$ cat src/rtl/burst_col_pkg.sv
// Package: shared codes and mode record for the burst column generator.
// Assumes an 8-bit column space by default; codes are fixed by the command format.
package burst_col_pkg;
    localparam logic [2:0] BL_CODE_FULL = 3'd7;   // full-column burst code

    typedef struct packed {
        logic full;   // full-column burst, unbounded
        logic ilv;    // interleaved order in effect
        logic wr;     // burst is a write
        logic apre;   // auto-precharge legal and requested
    } burst_mode_t;
endpackage

$ cat src/rtl/burst_len_decode.sv
// Module: burst_len_decode
// Turns the length code, direction and options into a counting mask and a mode
// record. Assumes MAX_LOG < COL_W; codes above MAX_LOG other than full act as 1.
module burst_len_decode
    import burst_col_pkg::*;
#(
    parameter int unsigned COL_W   = 8,
    parameter int unsigned MAX_LOG = 3
) (
    input  logic [2:0]       bl_code,
    input  logic             is_write,
    input  logic             single_wr,
    input  logic             ilv_req,
    input  logic             apre_req,
    output logic [COL_W-1:0] len_mask,
    output burst_mode_t      mode
);
    logic code_full;
    logic force_one;
    logic code_fixed;

    // Classify the code and the single-write override.
    always_comb begin
        force_one  = is_write && single_wr;
        code_full  = (bl_code == BL_CODE_FULL) && !force_one;
        code_fixed = (int'(bl_code) <= int'(MAX_LOG)) && !force_one;
    end

    // One mask bit per column bit: set when the bit counts inside the burst block.
    for (genvar b = 0; b < COL_W; b++) begin : g_mask
        always_comb begin
            if (code_full)
                len_mask[b] = 1'b1;
            else if (code_fixed)
                len_mask[b] = (int'(bl_code) > b);
            else
                len_mask[b] = 1'b0;
        end
    end

    // Build the mode record; full column forces sequential order and drops precharge.
    always_comb begin
        mode.full = code_full;
        mode.ilv  = ilv_req && !code_full;
        mode.wr   = is_write;
        mode.apre = apre_req && !code_full;
    end
endmodule

$ cat src/rtl/burst_order_unit.sv
// Module: burst_order_unit
// Forms the column for a given beat index from the start column and counting mask.
// Assumes the beat index never exceeds the mask (the sequencer guarantees it).
module burst_order_unit #(
    parameter int unsigned COL_W = 8
) (
    input  logic [COL_W-1:0] start_col,
    input  logic [COL_W-1:0] beat_idx,
    input  logic [COL_W-1:0] len_mask,
    input  logic             ilv,
    output logic [COL_W-1:0] col
);
    logic [COL_W-1:0] seq_sum;

    // Linear sum; bits outside the mask are discarded below, so carries never escape.
    always_comb seq_sum = start_col + beat_idx;

    // Per-bit selection between kept upper bit, wrapped sum and XOR order.
    for (genvar b = 0; b < COL_W; b++) begin : g_bit
        always_comb begin
            if (!len_mask[b])
                col[b] = start_col[b];
            else if (ilv)
                col[b] = start_col[b] ^ beat_idx[b];
            else
                col[b] = seq_sum[b];
        end
    end
endmodule

$ cat src/rtl/burst_seq_ctrl.sv
// Module: burst_seq_ctrl
// Holds the burst state: start column, beat counter, mask and mode. Advances one
// beat per enabled clock, honours suspend, stop and restart.
// Assumes commands and stop are only meaningful with cke high.
module burst_seq_ctrl
    import burst_col_pkg::*;
#(
    parameter int unsigned COL_W = 8
) (
    input  logic             clk,
    input  logic             rst_n,
    input  logic             cke,
    input  logic             cmd_valid,
    input  logic [COL_W-1:0] cmd_col,
    input  logic [COL_W-1:0] dec_mask,
    input  burst_mode_t      dec_mode,
    input  logic             stop,
    output logic [COL_W-1:0] start_col,
    output logic [COL_W-1:0] beat_idx,
    output logic [COL_W-1:0] len_mask,
    output burst_mode_t      mode,
    output logic             active,
    output logic             live,
    output logic             at_end
);
    // The final beat of a fixed burst: counter has reached the mask.
    always_comb at_end = active && !mode.full && (beat_idx == len_mask);

    // State update: load on command, step, finish, stop or hold under suspend.
    always_ff @(posedge clk) begin
        if (!rst_n) begin
            start_col <= '0;
            beat_idx  <= '0;
            len_mask  <= '0;
            mode      <= '0;
            active    <= 1'b0;
            live      <= 1'b0;
        end else if (!cke) begin
            live <= 1'b0;
        end else if (cmd_valid) begin
            start_col <= cmd_col;
            beat_idx  <= '0;
            len_mask  <= dec_mask;
            mode      <= dec_mode;
            active    <= 1'b1;
            live      <= 1'b1;
        end else if (active && (stop || at_end)) begin
            active <= 1'b0;
            live   <= 1'b0;
        end else if (active) begin
            beat_idx <= beat_idx + COL_W'(1);
            live     <= 1'b1;
        end else begin
            live <= 1'b0;
        end
    end
endmodule

$ cat src/rtl/burst_col_gen.sv
// Module: burst_col_gen (top)
// Column address sequencer for synchronous DRAM bursts: decodes the command,
// sequences beats and forms each column in sequential or interleaved order.
// Assumes a controller that issues commands only on valid cycles and gates data
// with beat_live.
module burst_col_gen
    import burst_col_pkg::*;
#(
    parameter int unsigned COL_W   = 8,
    parameter int unsigned MAX_LOG = 3
) (
    input  logic             clk,
    input  logic             rst_n,
    input  logic             cke,
    input  logic             cmd_valid,
    input  logic             cmd_write,
    input  logic             cmd_apre,
    input  logic [COL_W-1:0] cmd_col,
    input  logic [2:0]       bl_code,
    input  logic             ilv_req,
    input  logic             single_wr,
    input  logic             stop,
    output logic [COL_W-1:0] col_addr,
    output logic             busy,
    output logic             beat_live,
    output logic             last_beat,
    output logic             apre_go,
    output logic             burst_wr
);
    logic [COL_W-1:0] dec_mask;
    burst_mode_t      dec_mode;
    logic [COL_W-1:0] start_col;
    logic [COL_W-1:0] beat_idx;
    logic [COL_W-1:0] len_mask;
    burst_mode_t      mode;
    logic             active;
    logic             live;
    logic             at_end;

    burst_len_decode #(.COL_W(COL_W), .MAX_LOG(MAX_LOG)) u_dec (
        .bl_code   (bl_code),
        .is_write  (cmd_write),
        .single_wr (single_wr),
        .ilv_req   (ilv_req),
        .apre_req  (cmd_apre),
        .len_mask  (dec_mask),
        .mode      (dec_mode)
    );

    burst_seq_ctrl #(.COL_W(COL_W)) u_seq (
        .clk       (clk),
        .rst_n     (rst_n),
        .cke       (cke),
        .cmd_valid (cmd_valid),
        .cmd_col   (cmd_col),
        .dec_mask  (dec_mask),
        .dec_mode  (dec_mode),
        .stop      (stop),
        .start_col (start_col),
        .beat_idx  (beat_idx),
        .len_mask  (len_mask),
        .mode      (mode),
        .active    (active),
        .live      (live),
        .at_end    (at_end)
    );

    burst_order_unit #(.COL_W(COL_W)) u_ord (
        .start_col (start_col),
        .beat_idx  (beat_idx),
        .len_mask  (len_mask),
        .ilv       (mode.ilv),
        .col       (col_addr)
    );

    // Output flags derived from the registered state.
    always_comb begin
        busy      = active;
        beat_live = active && live;
        last_beat = at_end && live;
        apre_go   = at_end && live && mode.apre;
        burst_wr  = active && mode.wr;
    end
endmodule

$ cat config.mk
export PLATFORM = sky130hd
export DESIGN_NAME = burst_col_gen
export DESIGN_NICKNAME = d
export VERILOG_FILES = /design/src/rtl/burst_col_pkg.sv /design/src/rtl/burst_len_decode.sv /design/src/rtl/burst_order_unit.sv /design/src/rtl/burst_seq_ctrl.sv /design/src/rtl/burst_col_gen.sv
export SDC_FILE = /design/constraint.sdc
export NUM_CORES = 1
export LEC_CHECK = 0
export BUFFER_PORTS_ARGS = -buffer_cell sky130_fd_sc_hd__buf_4
export CAP_MARGIN = 30
export CORE_AREA = 4 4 63 60
export CTS_CLUSTER_DIAMETER = 60
export DETAILED_ROUTE_END_ITERATION = 16
export DIE_AREA = 0 0 67 64
export PLACE_DENSITY_LB_ADDON = 0.1
export SLEW_MARGIN = 20
export SYNTH_ARGS = -nofsm -noshare
export SYNTH_HDL_FRONTEND = slang
export SYNTH_SLANG_ARGS = --single-unit
$ cat constraint.sdc
create_clock -name clk -period 5.5 [get_ports clk]
set_input_delay 1.1 -clock clk [delete_from_list [all_inputs] [get_ports clk]]
set_output_delay 1.1 -clock clk [all_outputs]
set_load 0.01 [all_outputs]
==> run summary, run 1 <==
The run finished with clean final reports. The number of cells after detailed placement is 292. The fraction of power spent switching nets is 24.1%. Cells fill 65.7% of the core in the end. STA classifies the critical path endpoint as an output port.

The headroom to the max-slew limit came out at 51.5%. The critical path is of the reg -> out type. The effective utilization at floorplan is 55.8%. After floorplanning, the core was divided into 20 placement rows. The most used flip-flop cell after synthesis is dfxtp_1. The total via count after detailed routing came out at 1561. The data arrival at the endpoint of the critical path came out at 2.30 ns.

The area growth from synthesis to layout is 17.7%. The share of synthesized cell area in full adder, half adder and majority cells is 6.77%. The tightest hold path in the finished design has a slack of 0.476 ns. The fraction of final layout cells with drive strength greater than 1 is 17.1%. The final cycle utilization of the critical path is 61.7%. The per-cell routed wire length is 12.7 µm.

The die extent in y came out at 64 µm. The required arrival time at the worst endpoint is 4.40 ns. The total setup buffers inserted after CTS is 0.

The post-detailed-routing wire length is 3770 µm. The later pin in the worst-skew pair is clocked with a latency of 0.34 ns. Dividing total power by cell area gives a power density of 197 mW/mm². TritonCTS built the clock tree. The initial antenna violation count came out at 0. The final count of hold timing violations came out at 0. The number of gates resized after CTS is 0. The number of antenna repair diodes is 0. The number of pins with negative max-slew slack in the final report came to 0. Yosys attributes the largest share of cell area to dfxtp_1 (32%), nand2_1 (9.7%), ha_1 (5.6%), a21boi_0 (5.5%), o21ai_0 (3.7%). The count of synthesis-stage warnings from yosys is 0. The final clock skew is 0.00912 ns. The placeable core region is 0.00318 mm².

The number of clock buffers added by TritonCTS is 3. The area share of and/or/nand/nor cells after synthesis came out at 31.2%. The post-synthesis net count came out at 253. The clock-pin slew reported for the worst setup and hold paths after clock tree synthesis is 0.16 ns. The sequential share of power is 52.4%. CTS built an H-tree with a depth of 1. In this run the count of I/O pins placed on the die edge is 33.

No sink is reached through more buffers than the 2 on the longest clock path. The area fraction of the dominant cell type after synthesis is 31.6%. The fill cell instance count of the final layout is 302.

The die covers 0.00429 mm². In this run, synthesis inferred 0 flip-flops with an integrated enable. The min-delay analysis places its worst path in the category reg -> reg. The slew of the pin with the lowest slew margin is 0.727 ns. The most common cell in the synthesized netlist is nand2_1. The HPWL after detailed placement is 2930 µm.

The initial detailed-routing violation count came out at 89. The global route total overflow came out at 0. The peak ir drop on the vdd network came out at 0.000180 V. The final total negative setup slack is 0 ns. The synthesized netlist devotes 18.1% of its cell area to compound gates. Entering global routing, the biggest net connects 27 pins. The number of violations of the max-capacitance limit is 0.

The final cell count without fillers is 296. The distinct cell type count after synthesis is 44. By area, the combinational part of the netlist is dominated by simple AND/OR/NAND/NOR gates. The clock drives 28 sinks. STA classifies the critical path startpoint as a flop. The sequential cell area fraction in the yosys report is 31.6%.

The post-synthesis instance total is 224. In this run, synthesis produced a sequential element count of 28. The analysis attributes to net switching a power of 0.0990 mW. Setup repair after global routing left no endpoint under its margin.

The part of the power in combinational logic is 14.3%. The biggest fanout along the worst timing path is 7. The horizontal extent of the die is 67 µm.

Subtracting the final worst setup slack from the clock period gives 3.40 ns. The global router's overall resource usage is 19.1%. The hold buffer count at CTS came out at 0.

The count of nets left with antenna violations once routing finished came out at 0. The final-report setup violation count is 0. The placement-stage cell area is 0.00204 mm². The async set-reset flop share out of synthesis came out at 0%. Once layout is done, the placed cells without fillers occupy 0.00209 mm². The proportion of power drawn by the clock network came out at 33.3%. The cell-internal power came out at 0.312 mW. The fraction of synthesized area in multiplexers came out at 4.02%. The static leakage came out at 0.905 nW. The tree is rooted in a clkbuf_4. For this run, design rule violations remaining after detail routing come to 0.

The mean instance size in the synthesized netlist is 7.92 µm². The biggest area contributor in the post-synthesis netlist is dfxtp_1. The highest clock frequency the design can meet is 294 MHz. The number of buffer cells added on primary ports is 32. The number of global-route vias before repair is 1428. Sorting the synthesized cells by how often they occur yields nand2_1 (46), dfxtp_1 (28), a21boi_0 (13), o21ai_0 (13), a21oi_1 (11). Routability-driven placement finished with a final weighted congestion of 0.803.

The cell area after technology mapping came out at 0.00177 mm². The final net count came out at 282. The synthesized-area fraction occupied by xor and xnor cells is 4.94%.

The length of the first detailed-routing pass in iterations is 4. After detailed routing, the number of vias per cell comes to 5.27. The first global-routing pass estimated 6400 µm of wire.
[metal layers]
metal | GRT usage [%] | up-vias | wire length, µm
met4 | 4.56 | 0 | 46
met5 | 0 | - | 0
met1 | 27.1 | 682 | 1860
met2 | 29.4 | 27 | 1680
met3 | 3.69 | 4 | 185
li1 | - | 848 | -
[area by class of cell]
cell class / count / area, µm² / area share [%]
clock buffers: 3 / 22.5 / 1.08
clock inverters: 1 / 30.0 / 1.44
inverters: 7 / 26.3 / 1.26
multi-input cells: 181 / 1150 / 55.2
flip-flops and latches: 28 / 561 / 26.8
well taps: 44 / 55.1 / 2.64
repair buffers: 32 / 240 / 11.5
[state kept, by name, indices dropped and copies added (netlist names)]
name / flops
u_seq.beat_idx: 8
u_seq.start_col: 8
u_seq.live: 1
u_seq.active: 1
u_seq.len_mask: 7
u_seq.mode: 3
[cells by family after synthesis]
| family | after synthesis |
|---|---|
| buffers and inverters | 15 |
| AO/OA/AOI/OAI | 50 |
| multiplexers | 7 |
| XOR/XNOR | 10 |
| flip-flops | 28 |
| AND/OR/NAND/NOR | 105 |
| adder cells (fa/ha/maj) | 9 |
[power by group through the flow]
| stage | clock, mW | sequential (mW) | combinational [mW] |
|---|---|---|---|
| final | 0.137 | 0.215 | 0.0587 |
| after floorplan | 0 | 0.217 | 0.0363 |
| after CTS | 0.142 | 0.216 | 0.0593 |
| after detailed placement | 0 | 0.220 | 0.0591 |
| after global placement | 0 | 0.220 | 0.0586 |
| after global routing | 0.150 | 0.217 | 0.0660 |
[stage by stage]
stage          power, mW  setup WS [ns]
2_1_floorplan      0.254           2.70
3_3_place_gp       0.279           2.55
3_5_place_dp       0.279           2.49
4_1_cts            0.417           2.08
5_1_grt            0.433           1.90
6_report           0.411           2.10
[worst max-delay path, cell delays in order, from the launching register on]
cell and delay (ns):
dfxtp_1 0.46, ha_1 0.22, inv_1 0.06, fa_1 0.39, nor2b_1 0.13, o21ai_0 0.13, a21oi_1 0.21, xnor2_1 0.14
a21oi_1 0.08, buf_4 0.14
[cells in the final DEF (no fill, tap or decap), types with 2 or more instances in the layout]
cell type  synthesis  final
o21ai_0           13     13
clkbuf_4           1      3
nor2b_1            6      6
o22ai_1            2      2
a31o_1             2      2
ha_1               8      8
and2_1             6      6
nand3_1            3      3
nand2_1           46     46
and3_1             3      3
nor3_1             8      8
nor4_1             2      2
a2111oi_0          2      2
mux2i_1            6      6
dfxtp_1           28     28
nor3b_1            3      3
buf_4              0     32
xnor2_1            3      3
nand3b_1           8      8
xor2_1             7      7
nand2b_1           2      2
a21boi_0          13     13
inv_1              7      7
nor2_1             8      8
a21oi_1           11     11
[final timing paths]
| path | start | endpoint | slack [ns] | depth (start not counted) |
|---|---|---|---|---|
| setup reg to reg | u_seq.active$_SDFFE_PN0P_ | u_seq.beat_idx[7]$_SDFFE_PN0P_ | 3.54 | 5 |
| setup / recovery | u_seq.beat_idx[0]$_SDFFE_PN0P_ | col_addr[4] | 2.10 | 9 |
| hold / removal | u_seq.mode[1]$_SDFFE_PN0P_ | u_seq.mode[1]$_SDFFE_PN0P_ | 0.48 | 2 |
| hold reg to reg | u_seq.mode[1]$_SDFFE_PN0P_ | u_seq.mode[1]$_SDFFE_PN0P_ | 0.48 | 2 |
Note: power is estimated with default switching activity, not from simulation.
==> inputs of run 2 (changes only) <==
--- a/config.mk
+++ b/config.mk
@@ -7,10 +7,10 @@
 export LEC_CHECK = 0
 export BUFFER_PORTS_ARGS = -buffer_cell sky130_fd_sc_hd__buf_4
 export CAP_MARGIN = 30
-export CORE_AREA = 4 4 63 60
+export CORE_AREA = 4 4 65 61
 export CTS_CLUSTER_DIAMETER = 60
 export DETAILED_ROUTE_END_ITERATION = 16
-export DIE_AREA = 0 0 67 64
+export DIE_AREA = 0 0 69 65
 export PLACE_DENSITY_LB_ADDON = 0.1
 export SLEW_MARGIN = 20
 export SYNTH_ARGS = -nofsm -noshare
==> constraint.sdc (replaced) <==
create_clock -name clk -period 3.4 [get_ports clk]
set_input_delay 0.68 -clock clk [delete_from_list [all_inputs] [get_ports clk]]
set_output_delay 0.68 -clock clk [all_outputs]
set_load 0.01 [all_outputs]
==> run 2 against run 1 <==
Compared with the run above: sequential power grew 62%; first-iteration DRC count grew 18%; via count grew 2.7%; core utilization shrank 1.9 points; global-route usage shrank 0.50 points; setup slack lost 1.6 ns; critical path type unchanged; critical endpoint is now col_addr[7].
==> run summary, run 2 (synthesis results as in run 1) <==
The number of buffers added by the clock tree synthesis step is 3 (unchanged). The commonest non-fill, non-tap cell in the layout is nand2_1. The data arrival at the endpoint of the critical path is 2.20 ns (-0.10 ns). The die extent in y came out at 65 µm (+1.6%). The number of buffer cells added on primary ports came to 32 (unchanged). The headroom to the max-slew limit came to 48.2% (-3.3 points). The H-tree level count came out at 1 (unchanged). Walking the worst path, the cells encountered are ha_1, a2111oi_0, o21ai_0, nand2_1, mux2i_1, xor2_1, buf_4.

The final net count came to 282 (unchanged). The global route total overflow came out at 0 (unchanged). The largest registers in the layout are u_seq.beat_idx x8, u_seq.start_col x8, u_seq.len_mask x7. The clock sink total came to 28 (unchanged).

The total I/O pin count came out at 33 (unchanged). From synthesis to final layout, the design area changed by 18.8%. The biggest fanout along the worst timing path is 7 (unchanged). The kind of cell with the highest combined delay along the critical path is compound AO/OA/AOI/OAI gates. The placeable core region is 0.00330 mm² (+3.9%). The fill cell instance count of the final layout came out at 314 (+4.0%).

The latest clock arrival within the worst-skew pair is 0.28 ns (-0.06 ns). The largest net degree at the start of global routing came to 27 (unchanged). The number of global-route vias before repair was 1484 (+3.9%). The multi-input combinational cell area is 0.00115 mm² (unchanged). The per-cell routed wire length is 13.4 µm (+5.1%). Leaving out fill and tap cells, the most frequent cells in the layout are nand2_1 (46), buf_4 (32), dfxtp_1 (28), o21ai_0 (13), a21boi_0 (13). The required arrival time at the worst endpoint is 2.72 ns (-1.68 ns). The post-layout worst setup margin came to 0.516 ns (-1.59 ns). The number of violations of the max-capacitance limit is 0 (unchanged). The sequential share of power is 49.0% (-3.4 points).

The HPWL after detailed placement is 2990 µm (+2.1%). The initial detailed-routing violation count came to 105 (+18%). The worst setup path is of the reg -> out kind. The effective utilization at floorplan came out at 53.7% (-2.1 points).

The storage element area is 561 µm² (unchanged). The weighted congestion reported at the end of routability-driven placement is 0.810 (+0.92%). The slew of the pin with the lowest slew margin was 0.777 ns (+0.0495 ns). The placement-stage worst setup slack came out at 0.819 ns (-1.67 ns). The standard-cell row count is 20 (unchanged). The time the final worst path needs with I/O delays and setup came out at 2.88 ns. The final clock skew is 0.00482 ns (-0.00430 ns). The count of nets left with antenna violations after detail routing is 0 (unchanged). The via count normalized by instance count is 5.42 (+2.7%).

The ratio of total power to cell area is 337 mW/mm² (+71%). The proportion of power drawn by the clock network came out at 37.6% (+4.3 points). The area enclosed by the die boundary came to 0.00449 mm² (+4.6%).

The maximum clock path buffer count is 2 (unchanged). The total power is 0.710 mW (+73%). The number of antenna repair diodes is 0 (unchanged). The slowest library cell on the worst path is dfxtp_1. The fraction of power spent switching nets is 23.5% (-0.53 points). The clock-pin slew reported for the worst setup and hold paths after clock tree synthesis came out at 0.10 ns (-0.06 ns).

The final total negative setup slack is 0 ns (unchanged). Setup repair after global routing left no endpoint under its margin. The buffering stage count on the worst path with inverters included came to 1 (-1). The flow ran to the end, and the final reports show no timing, DRC or antenna violations. The final cycle utilization of the critical path is 84.8%. The worst hold margin came out at 0.473 ns (-0.00293 ns). The final count of hold timing violations was 0 (unchanged). The path class of the tightest hold or removal check is reg -> reg.

The total via count after detailed routing came out at 1603 (+2.7%). STA classifies the critical path endpoint as an output port. The fraction of final layout cells with drive strength greater than 1 is 17.1% (unchanged).

The horizontal extent of the die is 69 µm (+3.0%). The part of the power in combinational logic came out at 13.4% (-0.9 points). The switching power is 0.167 mW (+69%). The peak ir drop on the vdd network is 0.000304 V (+69%). The TritonCTS clock tree is done. The total setup buffers inserted after CTS came out at 0 (unchanged). The number of pins with negative max-slew slack in the final report is 0 (unchanged).

The largest incremental delay on the critical path came out at 0.45 ns (about the same). The global router's overall resource usage came out at 18.6% (-0.50 points). The number of gates resized after CTS is 0 (unchanged). The startpoint type of the worst setup path is a flop. The final core area utilization came out at 63.8% (-1.9 points). The tree is rooted in a clkbuf_8. The remaining routing DRC violations came out at 0 (unchanged). Static timing analysis puts the maximum clock frequency at 347 MHz. The static leakage came out at 0.913 nW (+0.86%).

The final-report setup violation count is 0 (unchanged). The wire length of the first global-routing pass is 6760 µm (+5.5%). The hold buffer count at CTS is 0 (unchanged). The length of the first detailed-routing pass in iterations is 4 (unchanged). The post-detailed-routing wire length is 3970 µm (+5.1%). The initial antenna violation count came out at 0 (unchanged). The cell-internal power is 0.543 mW (+74%).
==> run 2: cell count changes in the layout (fill, tap and decap cells not counted) <==
cell	delta
clkbuf_8	+3
clkbuf_4	-3
==> run 2: stage by stage <==
stage               area [µm²]  instances
floorplan                 1770        224
global placement          2040        292
CTS                       2110        296
global route              2110        296
detailed placement        2040        292
finish                    2110        296
==> run 2: cell type report <==
class,count,area share (%)
flip-flops and latches,28,26.6
clock buffers,3,1.96
inverters,7,1.25
multi-input cells,181,54.8
repair buffers,32,11.4
clock inverters,1,1.43
well taps,44,2.61
==> run 2: metal layers <==
metal / GRT usage, % / share of wire [%] / up-vias
li1: - / - / 844
met5: 0 / 0 / -
met4: 2.20 / 0.28 / 0
met1: 24.5 / 50 / 728
met2: 32.0 / 46 / 29
met3: 4.03 / 4.1 / 2
==> run 2: worst paths after layout <==
check / start / endpoint / slack, ns / cells after the start
worst max-delay path: u_seq.beat_idx[6]$_SDFFE_PN0P_ / col_addr[7] / 0.52 / 7
worst min-delay path: u_seq.mode[1]$_SDFFE_PN0P_ / u_seq.mode[1]$_SDFFE_PN0P_ / 0.47 / 2
worst max register to register: u_seq.active$_SDFFE_PN0P_ / u_seq.beat_idx[2]$_SDFFE_PN0P_ / 1.46 / 5
worst min register to register: u_seq.mode[1]$_SDFFE_PN0P_ / u_seq.mode[1]$_SDFFE_PN0P_ / 0.47 / 2
==> run 2: power by group through the flow <==
stage / Clock [mW] / Combinational [mW] / Sequential [mW]
detailed placement: 0 / 0.0958 / 0.356
global route: 0.287 / 0.107 / 0.350
CTS: 0.272 / 0.0965 / 0.348
finish: 0.267 / 0.0954 / 0.348
floorplan: 0 / 0.0587 / 0.352
global placement: 0 / 0.0951 / 0.356
==> run 2: tightest hold or removal path: cells and delay by family (launching register included) <==
family	cells	cell delay, ns
flip-flops	1	0.32
AND/OR/NAND/NOR	1	0.05
AO/OA/AOI/OAI	1	0.06
==> inputs of run 3 (changes only) <==
==> constraint.sdc (replaced) <==
create_clock -name clk -period 3 [get_ports clk]
set_input_delay 0.6 -clock clk [delete_from_list [all_inputs] [get_ports clk]]
set_output_delay 0.6 -clock clk [all_outputs]
set_load 0.01 [all_outputs]
==> run 3 against run 2 <==
Compared with the run above: die area unchanged; non-clock buffer count unchanged; hold slack improved by 0.0064 ns; routed wire length increased by 2.0%; clock power increased by 14%; critical path depth unchanged; sequential share of layout area about the same; power increased by 14%; largest power group unchanged.
==> run summary, run 3 (synthesis results as in run 1) <==
The weighted congestion reported at the end of routability-driven placement was 0.809 (about the same). The number of violations of the max-capacitance limit is 0 (unchanged). The ratio of total power to cell area came out at 383 mW/mm² (+14%). The peak ir drop on the vdd network is 0.000329 V (+8.0%).

The clock sink total is 28 (unchanged). The die extent in y is 65 µm (unchanged). The required arrival time at the worst endpoint was 2.40 ns (-0.32 ns). The total setup buffers inserted after CTS is 0 (unchanged).

The final count of hold timing violations came out at 0 (unchanged). The final total negative setup slack came out at 0 ns (unchanged). The clock-pin slew reported for the worst setup and hold paths after clock tree synthesis came to 0.10 ns (about the same). The worst hold margin was 0.479 ns (+0.00642 ns). Clock tree synthesis selected as its root buffer the cell clkbuf_8. The wire length of the first global-routing pass is 6790 µm (+0.50%). The count of nets left with antenna violations after detail routing came to 0 (unchanged). The HPWL after detailed placement came to 3070 µm (+2.8%).

The total I/O pin count came to 33 (unchanged). The largest registers in the layout are u_seq.beat_idx x8, u_seq.start_col x8, u_seq.len_mask x7. The number of global-route vias before repair is 1498 (+0.94%).

The standard-cell row count came out at 20 (unchanged). The horizontal extent of the die is 69 µm (unchanged). The highest clock frequency the design can meet is 356 MHz. The hold buffer count at CTS came out at 0 (unchanged). The routed wire length on met2 came out at 1800 µm (-1.5%). The number of buffers added by the clock tree synthesis step is 3 (unchanged). The area enclosed by the die boundary is 0.00449 mm² (unchanged).

Setup repair after global routing left no endpoint under its margin. The flow ran to the end, and the final reports show no timing, DRC or antenna violations. The effective utilization at floorplan is 53.7% (unchanged). For the finished layout, the period the worst path requires is 2.81 ns. STA classifies the critical path startpoint as a flop. The per-cell routed wire length came to 13.7 µm (+2.0%).

The uppermost layer routed is met4. The global router's overall resource usage came out at 18.8% (+0.28 points). The maximum clock path buffer count is 2 (unchanged). The number of antenna repair diodes is 0 (unchanged). The part of the power in combinational logic came out at 13.5% (about the same). The routed metal-1 wirelength came to 2050 µm (+4.4%). The number of buffer cells added on primary ports is 32 (unchanged). The total power came out at 0.808 mW (+14%). The setup path with the least slack is of type reg -> out. The latest clock arrival within the worst-skew pair came out at 0.28 ns (about the same).

The tightest min-delay check is of the reg -> reg type. The largest net degree at the start of global routing is 27 (unchanged). The final cycle utilization of the critical path came out at 93.6%. The post-synthesis to final-layout area growth is 18.9%. The biggest fanout along the worst timing path is 7 (unchanged). The largest incremental delay on the critical path is 0.45 ns (about the same). The final clock skew came to 0.00396 ns (-0.000863 ns). The length of the first detailed-routing pass in iterations is 4 (unchanged). The slew of the pin with the lowest slew margin came out at 0.856 ns (+0.0793 ns).

The placement-stage cell area was 0.00204 mm² (unchanged). The fraction of power spent switching nets came out at 23.8% (+0.22 points). The sort of element at the end of the critical path is an output port.

The final net count was 282 (unchanged). The headroom to the max-slew limit is 42.9% (-5.3 points). The H-tree level count is 1 (unchanged). The fraction of final layout cells with drive strength greater than 1 came out at 17.5% (+0.40 points).

The remaining routing DRC violations is 0 (unchanged). The global route total overflow came to 0 (unchanged). The initial antenna violation count is 0 (unchanged). The final-report setup violation count is 0 (unchanged).

The wire length on met3 is 136 µm (-17%). The number of pins with negative max-slew slack in the final report came out at 0 (unchanged). Leaving out fill and tap cells, the most frequent cell in the layout is nand2_1. The slowest library cell on the worst path is dfxtp_1. The cell-internal power is 0.616 mW (+13%). The TritonCTS clock tree is done. The static leakage came out at 0.914 nW (about the same). The total via count after detailed routing is 1586 (-1.1%). The switching power came out at 0.192 mW (+15%). The sequential share of power is 48.8% (-0.2 points). The number of gates resized after CTS came out at 0 (unchanged). The data arrival at the endpoint of the critical path is 2.21 ns (about the same).

The initial detailed-routing violation count came out at 76 (-28%). The via count normalized by instance count is 5.36 (-1.1%). The proportion of power drawn by the clock network was 37.7% (about the same).

The critical path goes through ha_1, a2111oi_1, nor4_1, nand2_1, mux2i_1, xor2_1, buf_4. The post-route standard cell area excluding fillers came out at 0.00211 mm² (+0.12%). In the layout the commonest cells are nand2_1 (46), buf_4 (32), dfxtp_1 (27), o21ai_0 (13), a21boi_0 (13). The placeable core region came to 0.00330 mm² (unchanged). The post-detailed-routing wire length came out at 4050 µm (+2.0%).
-- run 3: cell count changes in the layout (fill, tap and decap cells not counted) --
cell       delta
dfxtp_1       -1
a2111oi_0     -1
dfxtp_2       +1
a2111oi_1     +1
-- run 3: power by group through the flow --
| stage | sequential [mW] | clock (mW) | combinational [mW] |
|---|---|---|---|
| floorplan | 0.399 | 0 | 0.0665 |
| global placement | 0.403 | 0 | 0.108 |
| detailed placement | 0.404 | 0 | 0.109 |
| CTS | 0.395 | 0.313 | 0.109 |
| global route | 0.397 | 0.326 | 0.121 |
| finish | 0.395 | 0.304 | 0.109 |
-- run 3: worst max-delay path, delay by kind of cell, from the launching register on --
kind	cells	cell delay, ns
fa+ha+maj	1	0.34
compound gates	1	0.45
simple gates	2	0.18
flops	1	0.45
xor+xnor	1	0.16
mux	1	0.21
buf+inv	1	0.14
-- run 3: worst paths after layout --
path / start / end / slack (ns) / cells after the start
hold / removal: u_seq.mode[1]$_SDFFE_PN0P_ / u_seq.mode[1]$_SDFFE_PN0P_ / 0.48 / 2
setup reg to reg: u_seq.active$_SDFFE_PN0P_ / u_seq.beat_idx[2]$_SDFFE_PN0P_ / 1.06 / 5
setup / recovery: u_seq.beat_idx[6]$_SDFFE_PN0P_ / col_addr[7] / 0.19 / 7
hold reg to reg: u_seq.mode[1]$_SDFFE_PN0P_ / u_seq.mode[1]$_SDFFE_PN0P_ / 0.48 / 2
-- run 3: per-stage QoR --
step / setup WS, ns / instances / utilization (%)
final: 0.193 / 296 / 63.9
after CTS: 0.134 / 296 / 63.8
after detailed placement: 0.468 / 292 / 61.6
after global routing: 0.0310 / 296 / 63.9
after floorplan: 0.702 / 224 / -
after global placement: 0.542 / 292 / 61.6
-- run 3: area by class of cell --
type | instances | area [µm²]
clock buffers | 3 | 41.3
clock inverters | 1 | 30.0
fillers | 324 | 1190
inverters | 7 | 26.3
multi-input cells | 181 | 1150
flip-flops and latches | 28 | 562
well taps | 44 | 55.1
repair buffers | 32 | 240
-- run 3: metal layers --
layer	track usage, %	vias up
met5	0	-
met4	5.12	0
met3	3.57	6
met2	32.0	26
met1	24.4	714
li1	-	840
